### src/rtl/ivd_pkg.sv
// Package: shared constants, group encoding and range table helpers for the
// intercept decision decoder. Assumes 12-bit event codes.
package ivd_pkg;

    localparam int CODE_W     = 12;
    localparam int NUM_RANGED = 5;

    // Group encoding; also used as the write-port mask select value.
    typedef enum logic [2:0] {
        GRP_CRR  = 3'd0,
        GRP_CRW  = 3'd1,
        GRP_DRR  = 3'd2,
        GRP_DRW  = 3'd3,
        GRP_EXC  = 3'd4,
        GRP_GEN  = 3'd5,
        GRP_NONE = 3'd7
    } ivd_grp_e;

    localparam logic [CODE_W-1:0] GEN_BASE = 12'h060;
    localparam logic [CODE_W-1:0] MSR_CODE = 12'h07C;
    localparam logic [CODE_W-1:0] IO_CODE  = 12'h07B;

    // First code of each ranged group
    function automatic logic [CODE_W-1:0] grp_base(input int g);
        case (g)
            0:       return 12'h000;
            1:       return 12'h010;
            2:       return 12'h020;
            3:       return 12'h030;
            4:       return 12'h040;
            default: return 12'hFFF;
        endcase
    endfunction

    // Number of codes in each ranged group
    function automatic logic [CODE_W-1:0] grp_span(input int g);
        case (g)
            0, 1:    return 12'd9;
            2, 3:    return 12'd8;
            4:       return 12'd32;
            default: return 12'd0;
        endcase
    endfunction

endpackage

### src/rtl/ivd_mask_reg.sv
// Module: one intercept mask register. Loads on a matching write select,
// clears on synchronous active-low reset. Assumes W <= source width.
module ivd_mask_reg #(
    parameter int               W      = 16,
    parameter int               SEL_W  = 3,
    parameter logic [SEL_W-1:0] MY_SEL = '0
) (
    input  logic             clk,
    input  logic             rst_n,
    input  logic             wr_en,
    input  logic [SEL_W-1:0] wr_sel,
    input  logic [W-1:0]     wr_val,
    output logic [W-1:0]     mask_q
);

    // Hold the mask; replace it when this register is addressed
    always_ff @(posedge clk) begin
        if (!rst_n) begin
            mask_q <= '0;
        end else if (wr_en && (wr_sel == MY_SEL)) begin
            mask_q <= wr_val;
        end
    end

endmodule

### src/rtl/ivd_classifier.sv
// Module: sorts an event code into a mask group and a bit index.
// Ranged groups are checked first; remaining codes at or above the general
// base map into the general mask, otherwise the code belongs to no group.
module ivd_classifier
    import ivd_pkg::*;
#(
    parameter int GEN_W = 64,
    localparam int IDX_W = $clog2(GEN_W)
) (
    input  logic [CODE_W-1:0] code,
    output ivd_grp_e          grp,
    output logic [IDX_W-1:0]  idx,
    output logic              is_msr
);

    localparam logic [CODE_W-1:0] GEN_LIM = CODE_W'(GEN_W);

    logic [NUM_RANGED-1:0] in_rng;
    logic [CODE_W-1:0]     gen_off;

    // One range comparator per ranged group
    generate
        for (genvar g = 0; g < NUM_RANGED; g++) begin : g_rng
            assign in_rng[g] = (code >= grp_base(g)) &&
                               (code < (grp_base(g) + grp_span(g)));
        end
    endgenerate

    assign gen_off = code - GEN_BASE;
    assign is_msr  = (code == MSR_CODE);

    // Pick the first matching range, else the general mask, else none
    always_comb begin
        logic found;
        found = 1'b0;
        grp   = GRP_NONE;
        idx   = '0;
        for (int g = 0; g < NUM_RANGED; g++) begin
            if (!found && in_rng[g]) begin
                found = 1'b1;
                grp   = ivd_grp_e'(3'(g));
                idx   = IDX_W'(code - grp_base(g));
            end
        end
        if (!found && (code >= GEN_BASE) && (gen_off < GEN_LIM)) begin
            grp = GRP_GEN;
            idx = IDX_W'(gen_off);
        end
    end

endmodule

### src/rtl/ivd_bit_pick.sv
// Module: selects one intercept bit from the mask named by the group.
// Narrow masks are zero-extended to the general width before indexing;
// the classifier guarantees indices stay inside each mask's range.
module ivd_bit_pick
    import ivd_pkg::*;
#(
    parameter int CR_W  = 16,
    parameter int DR_W  = 16,
    parameter int EXC_W = 32,
    parameter int GEN_W = 64,
    localparam int IDX_W = $clog2(GEN_W)
) (
    input  ivd_grp_e         grp,
    input  logic [IDX_W-1:0] idx,
    input  logic [CR_W-1:0]  crr,
    input  logic [CR_W-1:0]  crw,
    input  logic [DR_W-1:0]  drr,
    input  logic [DR_W-1:0]  drw,
    input  logic [EXC_W-1:0] exc,
    input  logic [GEN_W-1:0] gen,
    output logic             bit_o
);

    logic [GEN_W-1:0] sel_vec;

    // Route the chosen mask onto a common-width bus
    always_comb begin
        case (grp)
            GRP_CRR: sel_vec = {{(GEN_W-CR_W){1'b0}}, crr};
            GRP_CRW: sel_vec = {{(GEN_W-CR_W){1'b0}}, crw};
            GRP_DRR: sel_vec = {{(GEN_W-DR_W){1'b0}}, drr};
            GRP_DRW: sel_vec = {{(GEN_W-DR_W){1'b0}}, drw};
            GRP_EXC: sel_vec = {{(GEN_W-EXC_W){1'b0}}, exc};
            GRP_GEN: sel_vec = gen;
            default: sel_vec = '0;
        endcase
    end

    assign bit_o = (grp != GRP_NONE) && sel_vec[idx];

endmodule

### src/rtl/ivd_intercept_decoder.sv
// Module: top of the intercept decision decoder. Holds six masks, classifies
// each checked code, and registers a hit or referral answer one cycle later.
// Assumes at most one check per cycle; answers are not back-pressured.
module ivd_intercept_decoder
    import ivd_pkg::*;
#(
    parameter int CR_W   = 16,
    parameter int DR_W   = 16,
    parameter int EXC_W  = 32,
    parameter int GEN_W  = 64,
    localparam int SEL_W = 3,
    localparam int IDX_W = $clog2(GEN_W)
) (
    input  logic              clk,
    input  logic              rst_n,
    input  logic              wr_en,
    input  logic [SEL_W-1:0]  wr_sel,
    input  logic [GEN_W-1:0]  wr_data,
    input  logic              chk_valid,
    input  logic [CODE_W-1:0] chk_code,
    input  logic              chk_guest,
    output logic              rsp_valid,
    output logic              rsp_hit,
    output logic              rsp_delegate
);

    logic [CR_W-1:0]  crr_q, crw_q;
    logic [DR_W-1:0]  drr_q, drw_q;
    logic [EXC_W-1:0] exc_q;
    logic [GEN_W-1:0] gen_q;

    ivd_grp_e         grp;
    logic [IDX_W-1:0] idx;
    logic             is_msr;
    logic             mask_bit;
    logic             take;

    ivd_mask_reg #(.W(CR_W), .SEL_W(SEL_W), .MY_SEL(SEL_W'(GRP_CRR))) u_crr (
        .clk(clk), .rst_n(rst_n), .wr_en(wr_en), .wr_sel(wr_sel),
        .wr_val(wr_data[CR_W-1:0]), .mask_q(crr_q));
    ivd_mask_reg #(.W(CR_W), .SEL_W(SEL_W), .MY_SEL(SEL_W'(GRP_CRW))) u_crw (
        .clk(clk), .rst_n(rst_n), .wr_en(wr_en), .wr_sel(wr_sel),
        .wr_val(wr_data[CR_W-1:0]), .mask_q(crw_q));
    ivd_mask_reg #(.W(DR_W), .SEL_W(SEL_W), .MY_SEL(SEL_W'(GRP_DRR))) u_drr (
        .clk(clk), .rst_n(rst_n), .wr_en(wr_en), .wr_sel(wr_sel),
        .wr_val(wr_data[DR_W-1:0]), .mask_q(drr_q));
    ivd_mask_reg #(.W(DR_W), .SEL_W(SEL_W), .MY_SEL(SEL_W'(GRP_DRW))) u_drw (
        .clk(clk), .rst_n(rst_n), .wr_en(wr_en), .wr_sel(wr_sel),
        .wr_val(wr_data[DR_W-1:0]), .mask_q(drw_q));
    ivd_mask_reg #(.W(EXC_W), .SEL_W(SEL_W), .MY_SEL(SEL_W'(GRP_EXC))) u_exc (
        .clk(clk), .rst_n(rst_n), .wr_en(wr_en), .wr_sel(wr_sel),
        .wr_val(wr_data[EXC_W-1:0]), .mask_q(exc_q));
    ivd_mask_reg #(.W(GEN_W), .SEL_W(SEL_W), .MY_SEL(SEL_W'(GRP_GEN))) u_gen (
        .clk(clk), .rst_n(rst_n), .wr_en(wr_en), .wr_sel(wr_sel),
        .wr_val(wr_data), .mask_q(gen_q));

    ivd_classifier #(.GEN_W(GEN_W)) u_cls (
        .code(chk_code), .grp(grp), .idx(idx), .is_msr(is_msr));

    ivd_bit_pick #(.CR_W(CR_W), .DR_W(DR_W), .EXC_W(EXC_W), .GEN_W(GEN_W)) u_pick (
        .grp(grp), .idx(idx), .crr(crr_q), .crw(crw_q), .drr(drr_q),
        .drw(drw_q), .exc(exc_q), .gen(gen_q), .bit_o(mask_bit));

    assign take = chk_valid && chk_guest && mask_bit;

    // Register the answer: exit for ordinary codes, referral for MSR access
    always_ff @(posedge clk) begin
        if (!rst_n) begin
            rsp_valid    <= 1'b0;
            rsp_hit      <= 1'b0;
            rsp_delegate <= 1'b0;
        end else begin
            rsp_valid    <= chk_valid;
            rsp_hit      <= take && !is_msr;
            rsp_delegate <= take && is_msr;
        end
    end

endmodule

### config.mk
export PLATFORM = sky130hd
export DESIGN_NAME = ivd_intercept_decoder
export DESIGN_NICKNAME = d
export VERILOG_FILES = /design/src/rtl/ivd_pkg.sv /design/src/rtl/ivd_mask_reg.sv /design/src/rtl/ivd_classifier.sv /design/src/rtl/ivd_bit_pick.sv /design/src/rtl/ivd_intercept_decoder.sv
export SDC_FILE = /design/constraint.sdc
export NUM_CORES = 1
export LEC_CHECK = 0
export BUFFER_PORTS_ARGS = -buffer_cell sky130_fd_sc_hd__buf_2
export CORE_MARGIN = 2
export CORE_UTILIZATION = 40
export CTS_CLUSTER_DIAMETER = 80
export DETAILED_ROUTE_END_ITERATION = 10
export SYNTH_ARGS = -nofsm -noshare
export SYNTH_HDL_FRONTEND = slang
export SYNTH_SLANG_ARGS = --single-unit
### constraint.sdc
create_clock -name clk -period 3.85 [get_ports clk]
set_clock_uncertainty 0.2 [all_clocks]
set_input_delay 0.385 -clock clk [delete_from_list [all_inputs] [get_ports clk]]
set_output_delay 0.385 -clock clk [all_outputs]
set_load 0.02 [all_outputs]
### After elaboration in Yosys (flattened, before gate mapping)

Index checks and enable logic that the tools add are counted.

| storage, ports and cells | value |
|---|---|
| register bits after elaboration | 163 |
| input port bits | 84 |
| word-level logic and storage cells | 95 |

| operators by class | value |
|---|---|
| add/sub/neg operators | 6 |
| $lt $le $gt $ge | 13 |
| equality and inequality tests | 12 |
| muxes and demuxes | 25 |
| reduce and logical (&&, ||, !) cells | 30 |

Operators with widths:

| cell | number |
|---|---|
| 64-bit case mux with 6 select lines | 1 |
| 6-bit 2-to-1 mux | 11 |
| 6-bit subtractor | 5 |
| 12-bit by 6-bit >= comparator with 1-bit output (second input constant) | 2 |
| 12-bit by 7-bit >= comparator with 1-bit output (second input constant) | 2 |
| 12-bit by 6-bit less-than comparator with 1-bit output (second input constant) | 2 |
| 12-bit by 7-bit less-than comparator with 1-bit output (second input constant) | 2 |
| 1-bit logical AND | 22 |
| 3-bit 2-to-1 mux | 6 |
| 12-bit by 7-bit equality test with 1-bit output (second input constant) | 1 |
| 3-bit by 2-bit equality test with 1-bit output (second input constant) | 4 |
| 3-bit equality test (second input constant) | 4 |
| 12-bit by 1-bit >= comparator with 1-bit output (second input constant) | 1 |
| 12-bit by 5-bit >= comparator with 1-bit output (second input constant) | 1 |
| 12-bit by 4-bit less-than comparator with 1-bit output (second input constant) | 1 |
| 12-bit by 5-bit less-than comparator with 1-bit output (second input constant) | 1 |
| 12-bit by 7-bit subtractor with 12-bit output (second input constant) | 1 |
| 6-bit by 7-bit less-than comparator with 1-bit output (second input constant) | 1 |
| 1-bit binary-select mux with 6-bit select | 1 |
| 3-bit by 1-bit equality test with 1-bit output (second input constant) | 2 |
| 1-bit logical NOT | 6 |
| 3-bit logical NOT | 2 |
| 1-bit 2-to-1 mux | 6 |
| 3-bit inequality test (second input constant) | 1 |

### Logic depth before layout (Yosys ltp)

| depth | value |
|---|---|
| depth in word-level cells | 26 |
| depth in mapped cells | 15 |
| gate-level depth less buffers | 12 |

### Cells and area by module

Synthesis repeated with hierarchy kept, for this count alone.

| second synthesis, totals | value |
|---|---|
| cell total of the unflattened synthesis | 953 |
| area total of the unflattened synthesis | 8657.1 um^2 |

Modules (own cells, without submodules):

| module | times used | cells each | area each (um^2) |
|---|---|---|---|
| ivd_mask_reg (u_gen) | 1 | 278 | 2616.3 |
| ivd_mask_reg (u_crw ...) | 3 | 70 | 655.6 |
| ivd_bit_pick | 1 | 185 | 1561.5 |
| ivd_mask_reg (u_exc) | 1 | 140 | 1318.8 |
| ivd_mask_reg (u_crr) | 1 | 70 | 666.9 |
| ivd_classifier | 1 | 62 | 441.7 |
| ivd_intercept_decoder | 1 | 8 | 85.1 |

### Worst setup path after synthesis

No wires, ideal clock.

| path | value |
|---|---|
| kind | input-to-reg |
| start point | input port chk_code[5] |
| end point | register rsp_delegate |
| setup time | 0.150 ns |
| arrival time | 2.976 ns |
| slack | 0.524 ns |
| stages | 14 |
| path through | buf_2 > inv_1 > ha_1 > nand2b_1 > o22ai_1 > a21o_1 > nand3_1 > and2_1 > buf_2 > a221o_1 > and3_1 > nor4_1 > o41ai_2 > nor4b_2 |

| on the way | value |
|---|---|
| cells in the longest elaborated chain, start to end | 26 |
| elaborated cells between the ends (all ways) | 65 |

Ends and longest elaborated chain:

| what | RTL line | RTL |
|---|---|---|
| start: declaration | ivd_intercept_decoder.sv:20 | `input logic [CODE_W-1:0] chk_code,` |
| 12-bit by 1-bit >= comparator with 1-bit output or 12-bit by 4-bit less-than comparator with 1-bit output (tied branches) | ivd_classifier.sv:24, ivd_classifier.sv:25 |  |
| 1-bit logical AND | ivd_classifier.sv:24 | `assign in_rng[g] = (code >= grp_base(g)) &&` |
| 1-bit 2-to-1 mux | ivd_classifier.sv:39 | `if (!found && in_rng[g]) begin` |
| 1-bit logical NOT | ivd_classifier.sv:39 |  |
| 1-bit logical AND | ivd_classifier.sv:39 |  |
| 1-bit 2-to-1 mux | ivd_classifier.sv:39 |  |
| 1-bit logical NOT | ivd_classifier.sv:39 |  |
| 1-bit logical AND | ivd_classifier.sv:39 |  |
| (+10 left out) | -- |  |
| 3-bit 2-to-1 mux | ivd_classifier.sv:45 | `if (!found && (code >= GEN_BASE) && (gen_off < GEN_LIM)) begin` |
| 3-bit equality test, or another cell as far along | ivd_bit_pick.sv:28 | `case (grp)` |
| 64-bit case mux with 6 select lines | ivd_bit_pick.sv:28 |  |
| 1-bit binary-select mux with 6-bit select | ivd_bit_pick.sv:39 | `assign bit_o = (grp != GRP_NONE) && sel_vec[idx];` |
| 1-bit 2-to-1 mux (not written as such) | ivd_bit_pick.sv:39 |  |
| 1-bit logical AND | ivd_bit_pick.sv:39 |  |
| 1-bit logical AND | ivd_intercept_decoder.sv:64 | `assign take = chk_valid && chk_guest && mask_bit;` |
| 1-bit logical AND * | ivd_intercept_decoder.sv:75 | `rsp_delegate <= take && is_msr;` |
| end signal: assignment | ivd_intercept_decoder.sv:75 |  |
| end: declaration | ivd_intercept_decoder.sv:24 | `output logic rsp_delegate` |

Mark *: on every way between the ends. The rest lies on a longest branch, timed or not. The select of a mux whose other input is x is not followed.
A chain may end at the register's enable or synchronous reset.

### Worst setup path in the final report

| path | value |
|---|---|
| start point | input port chk_code[5] |
| end point | register rsp_hit |

| on the way | value |
|---|---|
| cells in the longest elaborated chain, start to end | 26 |
| elaborated cells between the ends (all ways) | 66 |

Ends and longest elaborated chain:

| what | RTL line | RTL |
|---|---|---|
| 12-bit by 1-bit >= comparator with 1-bit output or 12-bit by 4-bit less-than comparator with 1-bit output (tied branches) | ivd_classifier.sv:24, ivd_classifier.sv:25 |  |
| 1-bit logical AND | ivd_classifier.sv:24 |  |
| 1-bit 2-to-1 mux | ivd_classifier.sv:39 |  |
| 1-bit logical NOT | ivd_classifier.sv:39 |  |
| 1-bit logical AND | ivd_classifier.sv:39 |  |
| 1-bit 2-to-1 mux | ivd_classifier.sv:39 |  |
| 1-bit logical NOT | ivd_classifier.sv:39 |  |
| 1-bit logical AND | ivd_classifier.sv:39 |  |
| (+10 left out) | -- |  |
| 3-bit 2-to-1 mux | ivd_classifier.sv:45 |  |
| 3-bit equality test, or another cell as far along | ivd_bit_pick.sv:28 |  |
| 64-bit case mux with 6 select lines | ivd_bit_pick.sv:28 |  |
| 1-bit binary-select mux with 6-bit select | ivd_bit_pick.sv:39 |  |
| 1-bit 2-to-1 mux (not written as such) | ivd_bit_pick.sv:39 |  |
| 1-bit logical AND | ivd_bit_pick.sv:39 |  |
| 1-bit logical AND | ivd_intercept_decoder.sv:64 |  |
| 1-bit logical AND * | ivd_intercept_decoder.sv:74 | `rsp_hit <= take && !is_msr;` |
| end signal: assignment | ivd_intercept_decoder.sv:74 |  |
| end: declaration | ivd_intercept_decoder.sv:23 | `output logic rsp_hit,` |

Marked as above.

==> metrics.cfg <==
[die]
die_w_um=144
io_pins=87
die_h_um=144
rows=51
placeableCoreArea_mm2=0.0193
dieArea_mm2=0.0207
initial_core_util=0.406

[pwr]
power.leakage_nw=3.30
total_power_w=0.00373
peakVddDrop_uv=354
power_density_mw_per_mm2=394

[synth]
syn_area_mm2=0.00784
synth_top_family_by_area=compound AO/OA/AOI/OAI gates
synth_xor_area_frac=0
syn_nets=1081
syn-instance-count=991
synth_top_area_frac=0.416
syn_area_per_cell_um2=7.91
synthArstFlopShare=0
yosys.area.top_type=dfxtp_1
synth-edff-count=0
synth_compound_area_frac=0.266
ys_seq_area_frac=0.416
synthTopCellsByArea=dfxtp_1 (42%), nand2_1 (17%), a21boi_0 (16%)
yosysUniqueCellTypes=70
synth_mux_area_frac=0.0201
yosys_warnings=0
ys_ff_latch=163
synth-adder-area-share=0.00957
synthFlopType=dfxtp_1
synthSimpleGateAreaFrac=0.248

[drt]
route.detailed.drc=0
first_iter_violations=556
ant_nets=0
first_pass_iters=8
vias=7190
via_per_inst=5.30
totalWireLength_um=23300
routedWlPerCell_um=17.2

[clock_network]
cts.sinks=163
clockBufferDepth=2
cts_made_buffers=17
clk_latency_ns=0.44
postCtsSetupBuffers=0
cts_tree=yes
cts_root_buffer=clkbuf_16
cts_resized=0
ctsHtreeMaxLevel=4
clkSlewWorstSetupHoldPaths_ns=0.07

[setup_path]
cp_max_fo=12
worstSetupEndpointType=flop
critPathRequiredTime_ns=3.98
r2r_cells=8
worstSetupPathType=in2reg
worstPathArrival_ns=3.43
startpoint_type=input pin

[sta]
whs_ns=0.00893
min_period_ns=3.30
max_slew_margin=0.448
tightest_slew_ns=0.825
finalMaxSlewViolations=0
fin_crit_sh=0.856
setup_viol=0
hold_violations=0
fmax_mhz=303
rsz0062_at_grt=false
tns_ns=0

[place]
dpl.hpwl_um=15300
gp_congestion=0.857
io_buffer_count=86

[hold_path]
min_path_cells=3
hp-class=in2reg

[run_status]
status=completed

[finish]
area_growth_pct=20.5
insertedDiodeCount=0
nets=1168
drive_gt1_frac=0.151

[grt]
grt_pass1_vias=6781
grt.total_usage=0.231
grt_overflow_total=0
grt_max_degree=84
antenna_found_initial=0
grt_pass1_wl_um=37100

[run]
maxCapViolCount=0

## path summary, 6_finish.rpt
check / from / endpoint / slack (ns)
setup / recovery: chk_code[5] / rsp_hit / 0.55
hold / removal: wr_data[27] / u_gen.mask_q[27] / 0.009
setup reg to reg: u_gen.mask_q[27] / rsp_delegate / 1.45
hold reg to reg: u_gen.mask_q[54] / u_gen.mask_q[54] / 0.26
## registers in the layout, indices dropped and copies added (netlist names)
| signal | cells |
|---|---|
| u_drw.mask_q | 16 |
| rsp_delegate | 1 |
| u_exc.mask_q | 32 |
| u_drr.mask_q | 16 |
| rsp_valid | 1 |
| u_crr.mask_q | 16 |
| rsp_hit | 1 |
| u_gen.mask_q | 64 |
| u_crw.mask_q | 16 |
## stage by stage
step	util	instances	setup WS, ns	area [um^2]
6_report	0.489	1356	0.554	9450
5_1_grt	0.489	1356	0.314	9450
4_1_cts	0.489	1356	0.628	9450
3_5_place_dp	0.443	1292	0.185	8560
3_3_place_gp	0.443	1292	0.223	8560
2_1_floorplan	-	991	0.524	7840
## cells in the final DEF (no fill, tap or decap), types with 6 or more instances in the layout
| cell type | Yosys | final |
|---|---|---|
| o21ai_0 | 11 | 11 |
| inv_6 | 0 | 8 |
| clkbuf_16 | 0 | 17 |
| nand2b_1 | 7 | 7 |
| buf_2 | 7 | 85 |
| a22oi_1 | 8 | 8 |
| nor3_1 | 12 | 11 |
| nand2_1 | 361 | 361 |
| dlygate4sd3_1 | 0 | 32 |
| inv_1 | 6 | 6 |
| a221oi_1 | 8 | 8 |
| and3_1 | 6 | 6 |
| nand3_1 | 17 | 15 |
| a222oi_1 | 14 | 14 |
| ha_1 | 6 | 6 |
| mux2i_1 | 9 | 9 |
| a21oi_1 | 13 | 13 |
| and2_1 | 9 | 9 |
| dfxtp_1 | 163 | 163 |
| buf_4 | 1 | 20 |
| a21boi_0 | 162 | 162 |
| nor2_1 | 21 | 21 |
## routing by layer
metal,vias to the layer above,global-route usage,share of wire
met4,0,0.0666,0.016
met5,-,0,0
met2,202,0.374,0.46
met1,3358,0.311,0.47
met3,27,0.0474,0.057
li1,3603,-,-
## cells by family after synthesis
family,Yosys count
simple gates,461
flops,163
fa+ha+maj,6
buf+inv,79
compound gates,268
mux,14
## cells in the mapped netlist (2+ instances only)
library cell and number:
a211oi_1 4, a21boi_0 162, a21o_1 2, a21oi_1 13, a221o_1 4, a221oi_1 8
a222oi_1 14, a22o_1 4, a22oi_1 8, a2bb2oi_1 2, a31o_2 2, a32oi_1 2
and2_1 9, and3_1 6, and4_1 3, buf_1 7, buf_2 7, clkbuf_1 57
dfxtp_1 163, ha_1 6, inv_1 6, mux2_2 4, mux2i_1 9, nand2_1 361
nand2b_1 7, nand3_1 17, nand4_1 4, nand4b_1 2, nor2_1 21, nor2b_1 5
nor3_1 12, nor3_2 2, nor3b_1 2, o211ai_1 2, o21a_1 3, o21ai_0 11
o221ai_1 4, o22ai_1 3, o31a_1 2
## worst max-delay path: stages
cell	delay, ns
buf_2	0.23
inv_1	0.14
ha_1	0.26
nand2b_1	0.18
o22ai_1	0.30
a21o_1	0.34
nand3_1	0.23
and2_1	0.30
a221o_1	0.28
and3_1	0.16
nor4_1	0.29
o41ai_2	0.12
and4b_1	0.19
## cell type report
cell class | instances | area, um^2
sequential | 163 | 3260
timing repair buffer | 141 | 976
inverter | 6 | 22.5
clock inverter | 15 | 144
tap | 265 | 332
clock buffer | 17 | 425
fill | 1925 | 9890
multi-input combinational | 749 | 4280
## power by group
| part | leakage, nW | total, W | switching (W) | internal, W |
|---|---|---|---|---|
| Clock | 0.274 | 0.00167 | 0.000764 | 0.000908 |
| Combinational | 1.71 | 0.000314 | 0.000180 | 0.000134 |
| Sequential | 1.32 | 0.00174 | 0.0000190 | 0.00172 |
| Total | 3.30 | 0.00373 | 0.000962 | 0.00276 |
## repair_timing
action                                 in CTS  in global routing
endpoints found under the hold margin      34                  0
setup endpoints to repair                   0                  0
hold buffers                               32                  0
No activity file was read; power rests on OpenSTA's default activity.
